### src/rtl/ast_pkg.sv
package ast_pkg;
  typedef enum logic [1:0] {
    ST_OFF   = 2'd0,
    ST_ARMED = 2'd1,
    ST_RUN   = 2'd2
  } trig_state_e;
endpackage

### src/rtl/ast_wclk_counter.sv
module ast_wclk_counter #(
  parameter int CNT_W = 16
) (
  input  logic             clk,
  input  logic             rst_n,
  input  logic             frame_tick,
  input  logic [CNT_W-1:0] period_val,
  input  logic [CNT_W-1:0] start_val,
  output logic [CNT_W-1:0] cnt,
  output logic             hit
);
  logic [CNT_W-1:0] cnt_q;
  logic [CNT_W-1:0] cnt_nxt;

  // wrap once the period value is reached (or passed after a reprogram)
  always_comb begin
    if (cnt_q >= period_val) cnt_nxt = '0;
    else                     cnt_nxt = cnt_q + 1'b1;
  end

  always_ff @(posedge clk) begin
    if (!rst_n)          cnt_q <= '0;
    else if (frame_tick) cnt_q <= cnt_nxt;
  end

  // compare against the count of the frame that is about to begin
  assign hit = frame_tick && (cnt_nxt == start_val);
  assign cnt = cnt_q;

  p_cnt_wrap_r1: assert property (@(posedge clk) disable iff (!rst_n)
    (frame_tick && cnt_q >= period_val) |=> (cnt_q == '0));

  p_cnt_hold_r1: assert property (@(posedge clk) disable iff (!rst_n)
    !frame_tick |=> $stable(cnt_q));
endmodule

### src/rtl/ast_ready_gate.sv
module ast_ready_gate #(
  parameter int NUM_PINS     = 3,
  parameter int NUM_CH       = 8,
  parameter int FETCH_CH     = 2,
  parameter int SETTLE_TICKS = 32,
  parameter int PRELOAD_W    = 2,
  parameter int PRELOAD_NEED = 2
) (
  input  logic                 clk,
  input  logic                 rst_n,
  input  logic                 bclk_tick,
  input  logic                 bufsz_valid,
  input  logic [NUM_PINS-1:0]  pin_dir_out,
  input  logic [NUM_CH-1:0]    ch_mask_a,
  input  logic [NUM_CH-1:0]    ch_mask_b,
  input  logic [PRELOAD_W-1:0] preload_cnt,
  output logic                 ready
);
  localparam int SET_W = $clog2(SETTLE_TICKS + 1);
  localparam logic [SET_W-1:0]     SETTLE_MAX = SET_W'(SETTLE_TICKS);
  localparam logic [PRELOAD_W-1:0] PRE_MIN    = PRELOAD_W'(PRELOAD_NEED);

  logic [SET_W-1:0]  settle_q;
  logic              settled;
  logic [NUM_CH-1:0] fetch_sel;
  logic              need_fetch;
  logic              preload_ok;
  logic              any_out;

  // channels whose data comes from memory
  for (genvar i = 0; i < NUM_CH; i++) begin : g_fetch_sel
    assign fetch_sel[i] = (i < FETCH_CH);
  end

  always_ff @(posedge clk) begin
    if (!rst_n)                                   settle_q <= '0;
    else if (!bufsz_valid)                        settle_q <= '0;
    else if (bclk_tick && settle_q != SETTLE_MAX) settle_q <= settle_q + 1'b1;
  end

  assign settled    = (settle_q == SETTLE_MAX);
  assign need_fetch = |((ch_mask_a | ch_mask_b) & fetch_sel);
  assign preload_ok = !need_fetch || (preload_cnt >= PRE_MIN);
  assign any_out    = |pin_dir_out;
  assign ready      = any_out && settled && preload_ok;

  p_settle_clear_r4: assert property (@(posedge clk) disable iff (!rst_n)
    !bufsz_valid |=> !settled);

  p_settle_slow_r4: assert property (@(posedge clk) disable iff (!rst_n)
    !bclk_tick |=> ($stable(settle_q) || settle_q == '0));
endmodule

### src/rtl/ast_start_fsm.sv
module ast_start_fsm
  import ast_pkg::*;
(
  input  logic clk,
  input  logic rst_n,
  input  logic enable,
  input  logic ready,
  input  logic hit,
  output logic start_pulse,
  output logic armed,
  output logic running
);
  trig_state_e state_q, state_d;
  logic        fire;
  logic        pulse_q;

  assign fire = enable && (state_q == ST_ARMED) && ready && hit;

  always_comb begin
    state_d = state_q;
    if (!enable) begin
      state_d = ST_OFF;
    end else begin
      case (state_q)
        ST_OFF:   state_d = ST_ARMED;
        ST_ARMED: if (fire) state_d = ST_RUN;
        ST_RUN:   state_d = ST_RUN;
        default:  state_d = ST_OFF;
      endcase
    end
  end

  always_ff @(posedge clk) begin
    if (!rst_n) begin
      state_q <= ST_OFF;
      pulse_q <= 1'b0;
    end else begin
      state_q <= state_d;
      pulse_q <= fire;
    end
  end

  assign start_pulse = pulse_q;
  assign armed       = (state_q == ST_ARMED);
  assign running     = (state_q == ST_RUN);

  p_one_shot_r2: assert property (@(posedge clk) disable iff (!rst_n)
    start_pulse |=> !start_pulse);

  p_pulse_runs_r8: assert property (@(posedge clk) disable iff (!rst_n)
    start_pulse |-> running);

  p_quiet_off_r7: assert property (@(posedge clk) disable iff (!rst_n)
    !enable |=> (!start_pulse && !armed && !running));

  p_run_sticky_r8: assert property (@(posedge clk) disable iff (!rst_n)
    (running && enable) |=> (running && !start_pulse));
endmodule

### src/rtl/aout_start_trigger.sv
module aout_start_trigger #(
  parameter int CNT_W        = 16,
  parameter int NUM_PINS     = 3,
  parameter int NUM_CH       = 8,
  parameter int FETCH_CH     = 2,
  parameter int SETTLE_TICKS = 32,
  parameter int PRELOAD_W    = 2,
  parameter int PRELOAD_NEED = 2
) (
  input  logic                 clk,
  input  logic                 rst_n,
  input  logic                 enable,
  input  logic                 bclk_tick,
  input  logic                 frame_tick,
  input  logic                 bufsz_valid,
  input  logic [NUM_PINS-1:0]  pin_dir_out,
  input  logic [NUM_CH-1:0]    ch_mask_a,
  input  logic [NUM_CH-1:0]    ch_mask_b,
  input  logic [PRELOAD_W-1:0] preload_cnt,
  input  logic [CNT_W-1:0]     start_val,
  input  logic [CNT_W-1:0]     period_val,
  output logic                 start_pulse,
  output logic                 armed,
  output logic                 running
);
  logic [CNT_W-1:0] cnt;
  logic             hit;
  logic             ready;

  ast_wclk_counter #(.CNT_W(CNT_W)) u_cnt (
    .clk        (clk),
    .rst_n      (rst_n),
    .frame_tick (frame_tick),
    .period_val (period_val),
    .start_val  (start_val),
    .cnt        (cnt),
    .hit        (hit)
  );

  ast_ready_gate #(
    .NUM_PINS     (NUM_PINS),
    .NUM_CH       (NUM_CH),
    .FETCH_CH     (FETCH_CH),
    .SETTLE_TICKS (SETTLE_TICKS),
    .PRELOAD_W    (PRELOAD_W),
    .PRELOAD_NEED (PRELOAD_NEED)
  ) u_gate (
    .clk         (clk),
    .rst_n       (rst_n),
    .bclk_tick   (bclk_tick),
    .bufsz_valid (bufsz_valid),
    .pin_dir_out (pin_dir_out),
    .ch_mask_a   (ch_mask_a),
    .ch_mask_b   (ch_mask_b),
    .preload_cnt (preload_cnt),
    .ready       (ready)
  );

  ast_start_fsm u_fsm (
    .clk         (clk),
    .rst_n       (rst_n),
    .enable      (enable),
    .ready       (ready),
    .hit         (hit),
    .start_pulse (start_pulse),
    .armed       (armed),
    .running     (running)
  );

  // the pulse coincides with the counter holding the programmed value
  p_pulse_value_r2: assert property (@(posedge clk) disable iff (!rst_n)
    start_pulse |-> (cnt == $past(start_val)));

  p_pulse_pins_r3: assert property (@(posedge clk) disable iff (!rst_n)
    start_pulse |-> $past(|pin_dir_out));

  p_pulse_range_r6: assert property (@(posedge clk) disable iff (!rst_n)
    start_pulse |-> ($past(start_val) <= $past(period_val)));
endmodule

### config.mk
export PLATFORM = sky130hd
export DESIGN_NAME = aout_start_trigger
export DESIGN_NICKNAME = d
export VERILOG_FILES = /design/src/rtl/ast_pkg.sv /design/src/rtl/ast_wclk_counter.sv /design/src/rtl/ast_ready_gate.sv /design/src/rtl/ast_start_fsm.sv /design/src/rtl/aout_start_trigger.sv
export SDC_FILE = /design/constraint.sdc
export NUM_CORES = 1
export LEC_CHECK = 0
export BUFFER_PORTS_ARGS = -buffer_cell sky130_fd_sc_hd__buf_2
export CAP_MARGIN = 25
export CORE_ASPECT_RATIO = 1.25
export CORE_MARGIN = 4
export CORE_UTILIZATION = 45
export CTS_BUF_LIST = sky130_fd_sc_hd__clkbuf_16
export CTS_CLUSTER_DIAMETER = 80
export DETAILED_ROUTE_END_ITERATION = 12
export PLACE_DENSITY = 0.71
export SLEW_MARGIN = 20
export SYNTH_ARGS = -nofsm -noshare
export SYNTH_HDL_FRONTEND = slang
export SYNTH_SLANG_ARGS = --single-unit
export TNS_END_PERCENT = 1
### constraint.sdc
create_clock -name clk -period 7.3 [get_ports clk]
set_input_delay 2.19 -clock clk [delete_from_list [all_inputs] [get_ports clk]]
set_output_delay 2.19 -clock clk [all_outputs]
set_load 0.005 [all_outputs]
==> results of run 1 <==
==> routing by layer <==
metal	up-vias	global-route usage [%]	wire length, µm
li1	1203	-	-
met3	6	2.46	365
met2	71	31.5	2940
met1	1078	24.4	2560
met5	-	0	0
met4	0	5.14	93
==> per-stage QoR <==
stage               hold slack [ns]  cells  power, µW  utilization [%]  setup slack (ns)
floorplan                     0.458    313        172                -              2.67
global placement              0.472    411        192             51.9              2.09
detailed placement            0.484    411        193             51.9              2.06
CTS                           0.494    415        318             53.5              2.34
global route                  0.502    415        334             53.5              2.08
finish                        0.498    415        316             53.5              2.36
==> cell usage after synthesis (5+ instances only) <==
| cell type | n | area, µm² |
|---|---|---|
| sky130_fd_sc_hd__dfxtp_1 | 25 | 500 |
| sky130_fd_sc_hd__inv_1 | 25 | 93.8 |
| sky130_fd_sc_hd__nand2_1 | 25 | 93.8 |
| sky130_fd_sc_hd__nor2_1 | 24 | 90.1 |
| sky130_fd_sc_hd__ha_1 | 22 | 275 |
| sky130_fd_sc_hd__o21ai_0 | 17 | 85.1 |
| sky130_fd_sc_hd__nand3_1 | 15 | 75.1 |
| sky130_fd_sc_hd__a21oi_1 | 13 | 65.1 |
| sky130_fd_sc_hd__nand4_1 | 10 | 62.6 |
| sky130_fd_sc_hd__xor2_1 | 10 | 87.6 |
| sky130_fd_sc_hd__a21boi_0 | 9 | 67.6 |
| sky130_fd_sc_hd__nor3_1 | 9 | 45.0 |
| sky130_fd_sc_hd__xnor2_1 | 9 | 78.8 |
| sky130_fd_sc_hd__and2_1 | 8 | 50.1 |
| sky130_fd_sc_hd__o31ai_1 | 7 | 52.6 |
| sky130_fd_sc_hd__or3_1 | 6 | 37.5 |
| sky130_fd_sc_hd__mux2i_1 | 5 | 50.1 |
| sky130_fd_sc_hd__nor2b_1 | 5 | 31.3 |
==> power by group through the flow <==
stage	combinational, µW	sequential [µW]	clock, µW
after floorplan	29.1	143	0
after global placement	48.5	144	0
after global routing	56.8	141	136
after detailed placement	49.7	144	0
final	49.5	141	126
after CTS	50.0	141	128
==> cells by family (layout without fill, tap and decap cells) <==
family | count (synthesis) | count (layout) | share of synthesized area, %
compound gates | 72 | 72 | 21.1
mux | 5 | 5 | 2.06
simple gates | 132 | 132 | 30.9
buf+inv | 38 | 78 | 7.25
flops | 25 | 25 | 20.6
fa+ha+maj | 22 | 22 | 11.3
xor+xnor | 19 | 19 | 6.84
==> layout by cell type, fill, tap and decap left out, types with 9 or more instances in the layout <==
| cell type | synthesis | final |
|---|---|---|
| sky130_fd_sc_hd__buf_2 | 4 | 48 |
| sky130_fd_sc_hd__inv_1 | 25 | 25 |
| sky130_fd_sc_hd__a21boi_0 | 9 | 9 |
| sky130_fd_sc_hd__xnor2_1 | 9 | 9 |
| sky130_fd_sc_hd__o21ai_0 | 17 | 17 |
| sky130_fd_sc_hd__nand4_1 | 10 | 10 |
| sky130_fd_sc_hd__nor3_1 | 9 | 9 |
| sky130_fd_sc_hd__dfxtp_1 | 25 | 25 |
| sky130_fd_sc_hd__xor2_1 | 10 | 10 |
| sky130_fd_sc_hd__nor2_1 | 24 | 24 |
| sky130_fd_sc_hd__ha_1 | 22 | 22 |
| sky130_fd_sc_hd__a21oi_1 | 13 | 13 |
| sky130_fd_sc_hd__nand3_1 | 15 | 15 |
| sky130_fd_sc_hd__nand2_1 | 25 | 25 |
==> flip-flops by register name, summed over array words and instances, names as in the netlist <==
name               count
u_cnt.cnt             16
u_gate.settle_q        6
u_fsm.state_q          2
u_fsm.start_pulse      1
==> cell type report <==
class | instances | area share [%]
inverters | 25 | 3.40
multi-input cells | 250 | 63.7
flip-flops and latches | 25 | 18.1
well taps | 62 | 2.81
repair buffers | 49 | 8.98
clock buffers | 3 | 2.72
clock inverters | 1 | 0.272
==> worst register-to-register path: cells and delay by family, from the launching register on <==
kind / cells / cell delay, ns
AOI/OAI and AO/OA: 5 / 1.40
adders and majority gates: 1 / 0.27
buffers and inverters: 2 / 0.38
DFF: 1 / 0.45
muxes: 1 / 0.16
and+or+nand+nor: 2 / 0.70
==> worst max path at each step <==
stage	startpoint	to
5_1_grt	period_val[15]	u_fsm.state_q[1]
6_report	period_val[13]	u_fsm.state_q[1]
3_3_place_gp	period_val[0]	u_fsm.state_q[1]
2_1_floorplan	period_val[13]	u_fsm.state_q[0]
3_5_place_dp	period_val[13]	u_fsm.state_q[1]
4_1_cts	period_val[13]	u_fsm.state_q[1]
==> results.sh, run 1 <==
export IMPL_asyncSetResetFlopFracSynth_pct=0
export IMPL_placed_area_mm2=0.00268
export IMPL_diodes=0
export IMPL_area_delta_synth_final_pct=13.4
export IMPL_die_h_um=90.2
export IMPL_antenna_found_initial=0
export IMPL_cts_resized_gates=0
export IMPL_synth_seq_area_share_pct=20.6
export IMPL_setup_tns_ns=0
export IMPL_final_seq_area_um2=500
export IMPL_cts_made_buffers=3
export IMPL_root_buffer="sky130_fd_sc_hd__clkbuf_16"
export IMPL_hold_violations=0
export IMPL_fp_row_count=29
export IMPL_worstSetupStartpointType="primary input"
export IMPL_number_of_distinct_standard_cells_referenced_by_the_synthesized_netlist=59
export IMPL_hold_fix_buffers_cts=0
export IMPL_buffer_ports_inserted=48
export IMPL_vias_per_cell=5.68
export IMPL_ant_nets=0
export IMPL_drt_iter0_markers=176
export IMPL_timing_critical_path_arrival_ns=5.09
export IMPL_drv_cap=0
export IMPL_rrSetupSlack_ns=3.84
export IMPL_clock_power_share_pct=39.8
export IMPL_latest_clock_arrival_within_the_worst_skew_pair_ns=0.26
export IMPL_via_count=2358
export IMPL_crit_path_cell_trace="buf_2, inv_1, ha_1, a21o_1, a21o_1, a2111o_1, nor2_1, buf_4, o2111ai_1, a32oi_2, a41oi_2, mux2i_1"
export IMPL_critPathCaptureType="flop"
export IMPL_drt_pass1_iterations=4
export IMPL_globalplace_congestion=0.779
export IMPL_outcome="completed"
export IMPL_detailed_place_hpwl_mm=4.66
export IMPL_share_of_post_route_cells_with_drive_strength_above_1_pct=20.1
export IMPL_clk_transition_reported_paths_ns=0.07
export IMPL_syn_area_mm2=0.00243
export IMPL_fin_crit_ns=4.94
export IMPL_vdd_ir_drop_worst_uv=88.5
export IMPL_r2r_start="u_cnt.cnt[0]"
export IMPL_gr_total_overflow=0
export IMPL_core_region_area_mm2=0.00515
export IMPL_tritoncts="done"
export IMPL_postCtsSetupRepairBufs=0
export IMPL_min_delay_path_class="reg2reg"
export IMPL_power_density_mw_per_mm2=114
export IMPL_final_net_count=435
export IMPL_grt_setup_unrepaired="no"
export IMPL_final_period_utilization_pct=67.7
export IMPL_final_max_slew_violation_count=0
export IMPL_maximum_clock_skew_at_final_layout_ns=0.00278
export IMPL_initial_utilization_pct=47.2
export IMPL_drt_total_wl_mm=5.96
export IMPL_seq_power_share_pct=44.5
export IMPL_synth_seq_cells=25
export IMPL_crit_fanout=10
export IMPL_min_delay_start="u_gate.settle_q[5]"
export IMPL_total_leakage_power_uw=0.00118
export IMPL_critical_path_top_delay_family="compound AO/OA/AOI/OAI gates"
export IMPL_power_internal_uw=237
export IMPL_wire_per_inst_um=14.4
export IMPL_route_detailed_drc=0
export IMPL_worst_setup_path_type="in2reg"
export IMPL_regToRegEndpoint="u_fsm.state_q[1]"
export IMPL_fp_dieArea_mm2=0.00666
export IMPL_grtUsageTotal_pct=18.7
export IMPL_clock_sinks=25
export IMPL_final_cell_area_mm2=0.00276
export IMPL_slowest_delay_ns=0.57
export IMPL_multi_input_area_mm2=0.00176
export IMPL_power_share_combinational_pct=15.7
export IMPL_via_count_of_the_first_global_routing_pass=2281
export IMPL_largest_net_degree_at_the_start_of_global_routing=24
export IMPL_yosysWarnings=0
export IMPL_synthesis_nets=394
export IMPL_wire_length_of_the_first_global_routing_pass_mm=10.3
export IMPL_postSynthCellCount=313
export IMPL_synth_edff_count=0
export IMPL_switching_share_pct=25.1
export IMPL_die_x_um=73.8
export IMPL_setup_violations_final=0
export IMPL_critPathBufInv=3
export IMPL_cp_required_ns=7.45
export IMPL_hold_depth=2
export IMPL_critPathSlowestCell="sky130_fd_sc_hd__a2111o_1"
export IMPL_cts_buffer_depth=2
export IMPL_floorplan_io_pins=62
export IMPL_h_tree_depth=1
export IMPL_filler_cell_count=516
export IMPL_ys_dominant_reg_cell="sky130_fd_sc_hd__dfxtp_1"
export IMPL_remaining_max_slew_budget_at_the_tightest_pin_pct=51.6
export IMPL_worst_hold_end="u_gate.settle_q[5]"
export IMPL_p_switching_uw=79.2
export IMPL_number_of_cells_on_the_worst_reg_to_reg_path=11
export IMPL_slew_at_the_pin_closest_to_its_max_slew_limit_ns=0.726
export IMPL_avgSynthCellArea_um2=7.78
export IMPL_cpMostUsedCell="sky130_fd_sc_hd__a21o_1"
export IMPL_timing_critical_path_depth=12
export IMPL_max_freq_ghz=0.202
No activity file was read; power rests on OpenSTA's default activity.
==> run 2: changes to the inputs <==
--- a/config.mk
+++ b/config.mk
@@ -13,7 +13,7 @@
 export CTS_BUF_LIST = sky130_fd_sc_hd__clkbuf_16
 export CTS_CLUSTER_DIAMETER = 80
 export DETAILED_ROUTE_END_ITERATION = 12
-export PLACE_DENSITY = 0.71
+export PLACE_DENSITY = 0.74
 export SLEW_MARGIN = 20
 export SYNTH_ARGS = -nofsm -noshare
 export SYNTH_HDL_FRONTEND = slang
==> constraint.sdc (replaced) <==
create_clock -name clk -period 4.5 [get_ports clk]
set_input_delay 1.35 -clock clk [delete_from_list [all_inputs] [get_ports clk]]
set_output_delay 1.35 -clock clk [all_outputs]
set_load 0.005 [all_outputs]
==> results.sh, run 2 (same netlist as run 1, synthesis figures left out) <==
export IMPL_max_freq_ghz=0.258
export IMPL_postCtsSetupRepairBufs=0
export IMPL_die_h_um=90.2
export IMPL_groute_layer_met3_usage_pct=2.34
export IMPL_final_max_slew_violation_count=0
export IMPL_final_seq_area_um2=500
export IMPL_globalplace_congestion=0.887
export IMPL_vdd_ir_drop_worst_uv=141
export IMPL_setup_violations_final=0
export IMPL_cp_required_ns=4.65
export IMPL_maximum_clock_skew_at_final_layout_ns=0.00263
export IMPL_fp_row_count=29
export IMPL_placed_cells_incl_taps=412
export IMPL_largest_net_degree_at_the_start_of_global_routing=24
export IMPL_via_count_of_the_first_global_routing_pass=2320
export IMPL_worst_setup_path_type="in2reg"
export IMPL_wire_per_inst_um=13.6
export IMPL_drt_total_wl_mm=5.66
export IMPL_grt_setup_unrepaired="no"
export IMPL_clk_transition_reported_paths_ns=0.07
export IMPL_final_setup_worst_slack_ns=0.623
export IMPL_antenna_found_initial=0
export IMPL_met2_demand_to_capacity_share_in_global_routing_pct=30.2
export IMPL_setup_tns_ns=0
export IMPL_final_cell_area_mm2=0.00277
export IMPL_hold_violations=0
export IMPL_vias_per_cell=5.66
export IMPL_root_buffer="sky130_fd_sc_hd__clkbuf_16"
export IMPL_detailed_place_hpwl_mm=4.48
export IMPL_placed_area_mm2=0.00268
export IMPL_rrSetupSlack_ns=1.24
export IMPL_place_ws_ns=0.361
export IMPL_critPathCaptureType="flop"
export IMPL_ant_nets=0
export IMPL_initial_utilization_pct=47.2
export IMPL_grt_busiest_layer="met2"
export IMPL_cts_resized_gates=0
export IMPL_clock_sinks=25
export IMPL_wire_length_of_the_first_global_routing_pass_mm=9.90
export IMPL_largest_reg_flops=16
export IMPL_worstSetupStartpointType="primary input"
export IMPL_latest_clock_arrival_within_the_worst_skew_pair_ns=0.26
export IMPL_drt_iter0_markers=80
export IMPL_filler_cell_count=512
export IMPL_final_instance_count_excl_fill=416
export IMPL_total_leakage_power_uw=0.00119
export IMPL_fin_crit_ns=3.88
export IMPL_drt_pass1_iterations=4
export IMPL_hold_fix_buffers_cts=0
export IMPL_h_tree_depth=1
export IMPL_tritoncts="done"
export IMPL_area_delta_synth_final_pct=13.7
export IMPL_share_of_post_route_cells_with_drive_strength_above_1_pct=20.3
export IMPL_crit_fanout=13
export IMPL_buffer_ports_inserted=48
export IMPL_layout_cells_most_common_list="48 x sky130_fd_sc_hd__buf_2, 25 x sky130_fd_sc_hd__inv_1, 25 x sky130_fd_sc_hd__nand2_1, 25 x sky130_fd_sc_hd__dfxtp_1, 24 x sky130_fd_sc_hd__nor2_1"
export IMPL_route_detailed_drc=0
export IMPL_remaining_max_slew_budget_at_the_tightest_pin_pct=52.5
export IMPL_cts_made_buffers=3
export IMPL_final_net_count=436
export IMPL_diodes=0
export IMPL_via_count=2355
export IMPL_floorplan_io_pins=62
export IMPL_die_x_um=73.8
export IMPL_timing_critical_path_arrival_ns=4.02
export IMPL_cts_buffer_depth=2
export IMPL_multi_input_area_mm2=0.00176
export IMPL_power_density_mw_per_mm2=185
export IMPL_drv_cap=0
export IMPL_final_period_utilization_pct=86.1
export IMPL_gr_total_overflow=0
export IMPL_outcome="completed"
export IMPL_mostFrequentLayoutCell="sky130_fd_sc_hd__buf_2"
export IMPL_core_region_area_mm2=0.00515
export IMPL_slew_at_the_pin_closest_to_its_max_slew_limit_ns=0.712
export IMPL_globalRouteMet1Util_pct=22.5
export IMPL_grtUsageTotal_pct=17.8
export IMPL_min_delay_path_class="reg2reg"
export IMPL_fp_dieArea_mm2=0.00666
run 2: changes by cell type in the layout (fill, tap and decap cells not counted), sizes merged:
cell / delta
buf: +1
run 2: final timing paths:
kind,start,endpoint,cells after the start
worst max register to register,u_cnt.cnt[0],u_fsm.state_q[0],10
worst max-delay path,period_val[0],u_fsm.state_q[0],10
worst min-delay path,u_fsm.state_q[1],u_fsm.state_q[1],2
worst min register to register,u_fsm.state_q[1],u_fsm.state_q[1],2
run 2: worst max-delay path, cell delays in order:
cell,delay (ns)
sky130_fd_sc_hd__buf_2,0.10
sky130_fd_sc_hd__ha_1,0.27
sky130_fd_sc_hd__nand2b_1,0.14
sky130_fd_sc_hd__a2111oi_1,0.53
sky130_fd_sc_hd__o32ai_2,0.30
sky130_fd_sc_hd__or2_4,0.36
sky130_fd_sc_hd__or3_4,0.40
sky130_fd_sc_hd__a32oi_2,0.25
sky130_fd_sc_hd__a41oi_2,0.17
sky130_fd_sc_hd__mux2i_1,0.15
run 2: power by group:
part | switching (µW) | leakage [µW] | internal, µW
logic | 40.8 | 0.000946 | 39.1
clock network | 82.8 | 0.0000371 | 121
registers | 3.93 | 0.000202 | 224
total | 128 | 0.00119 | 384
run 2: area by class of cell:
| cell class | instances | area share (%) |
|---|---|---|
| clock buffer | 3 | 2.71 |
| clock inverter | 1 | 0.271 |
| inverter | 25 | 3.39 |
| multi-input combinational | 250 | 63.5 |
| sequential | 25 | 18.1 |
| tap | 62 | 2.80 |
| timing repair buffer | 50 | 9.23 |
run 2: through the flow:
stage | utilization (%) | total power (µW) | hold WS (ns)
2_1_floorplan | - | 280 | 0.458
5_1_grt | 53.7 | 538 | 0.519
3_3_place_gp | 52.1 | 312 | 0.469
3_5_place_dp | 52.1 | 313 | 0.498
4_1_cts | 53.7 | 519 | 0.508
6_report | 53.7 | 512 | 0.502
run 2: routing by layer:
| layer | vias to the layer above | routed length [µm] |
|---|---|---|
| met1 | 1069 | 2530 |
| li1 | 1212 | - |
| met5 | - | 0 |
| met3 | 12 | 295 |
| met2 | 62 | 2690 |
| met4 | 0 | 143 |
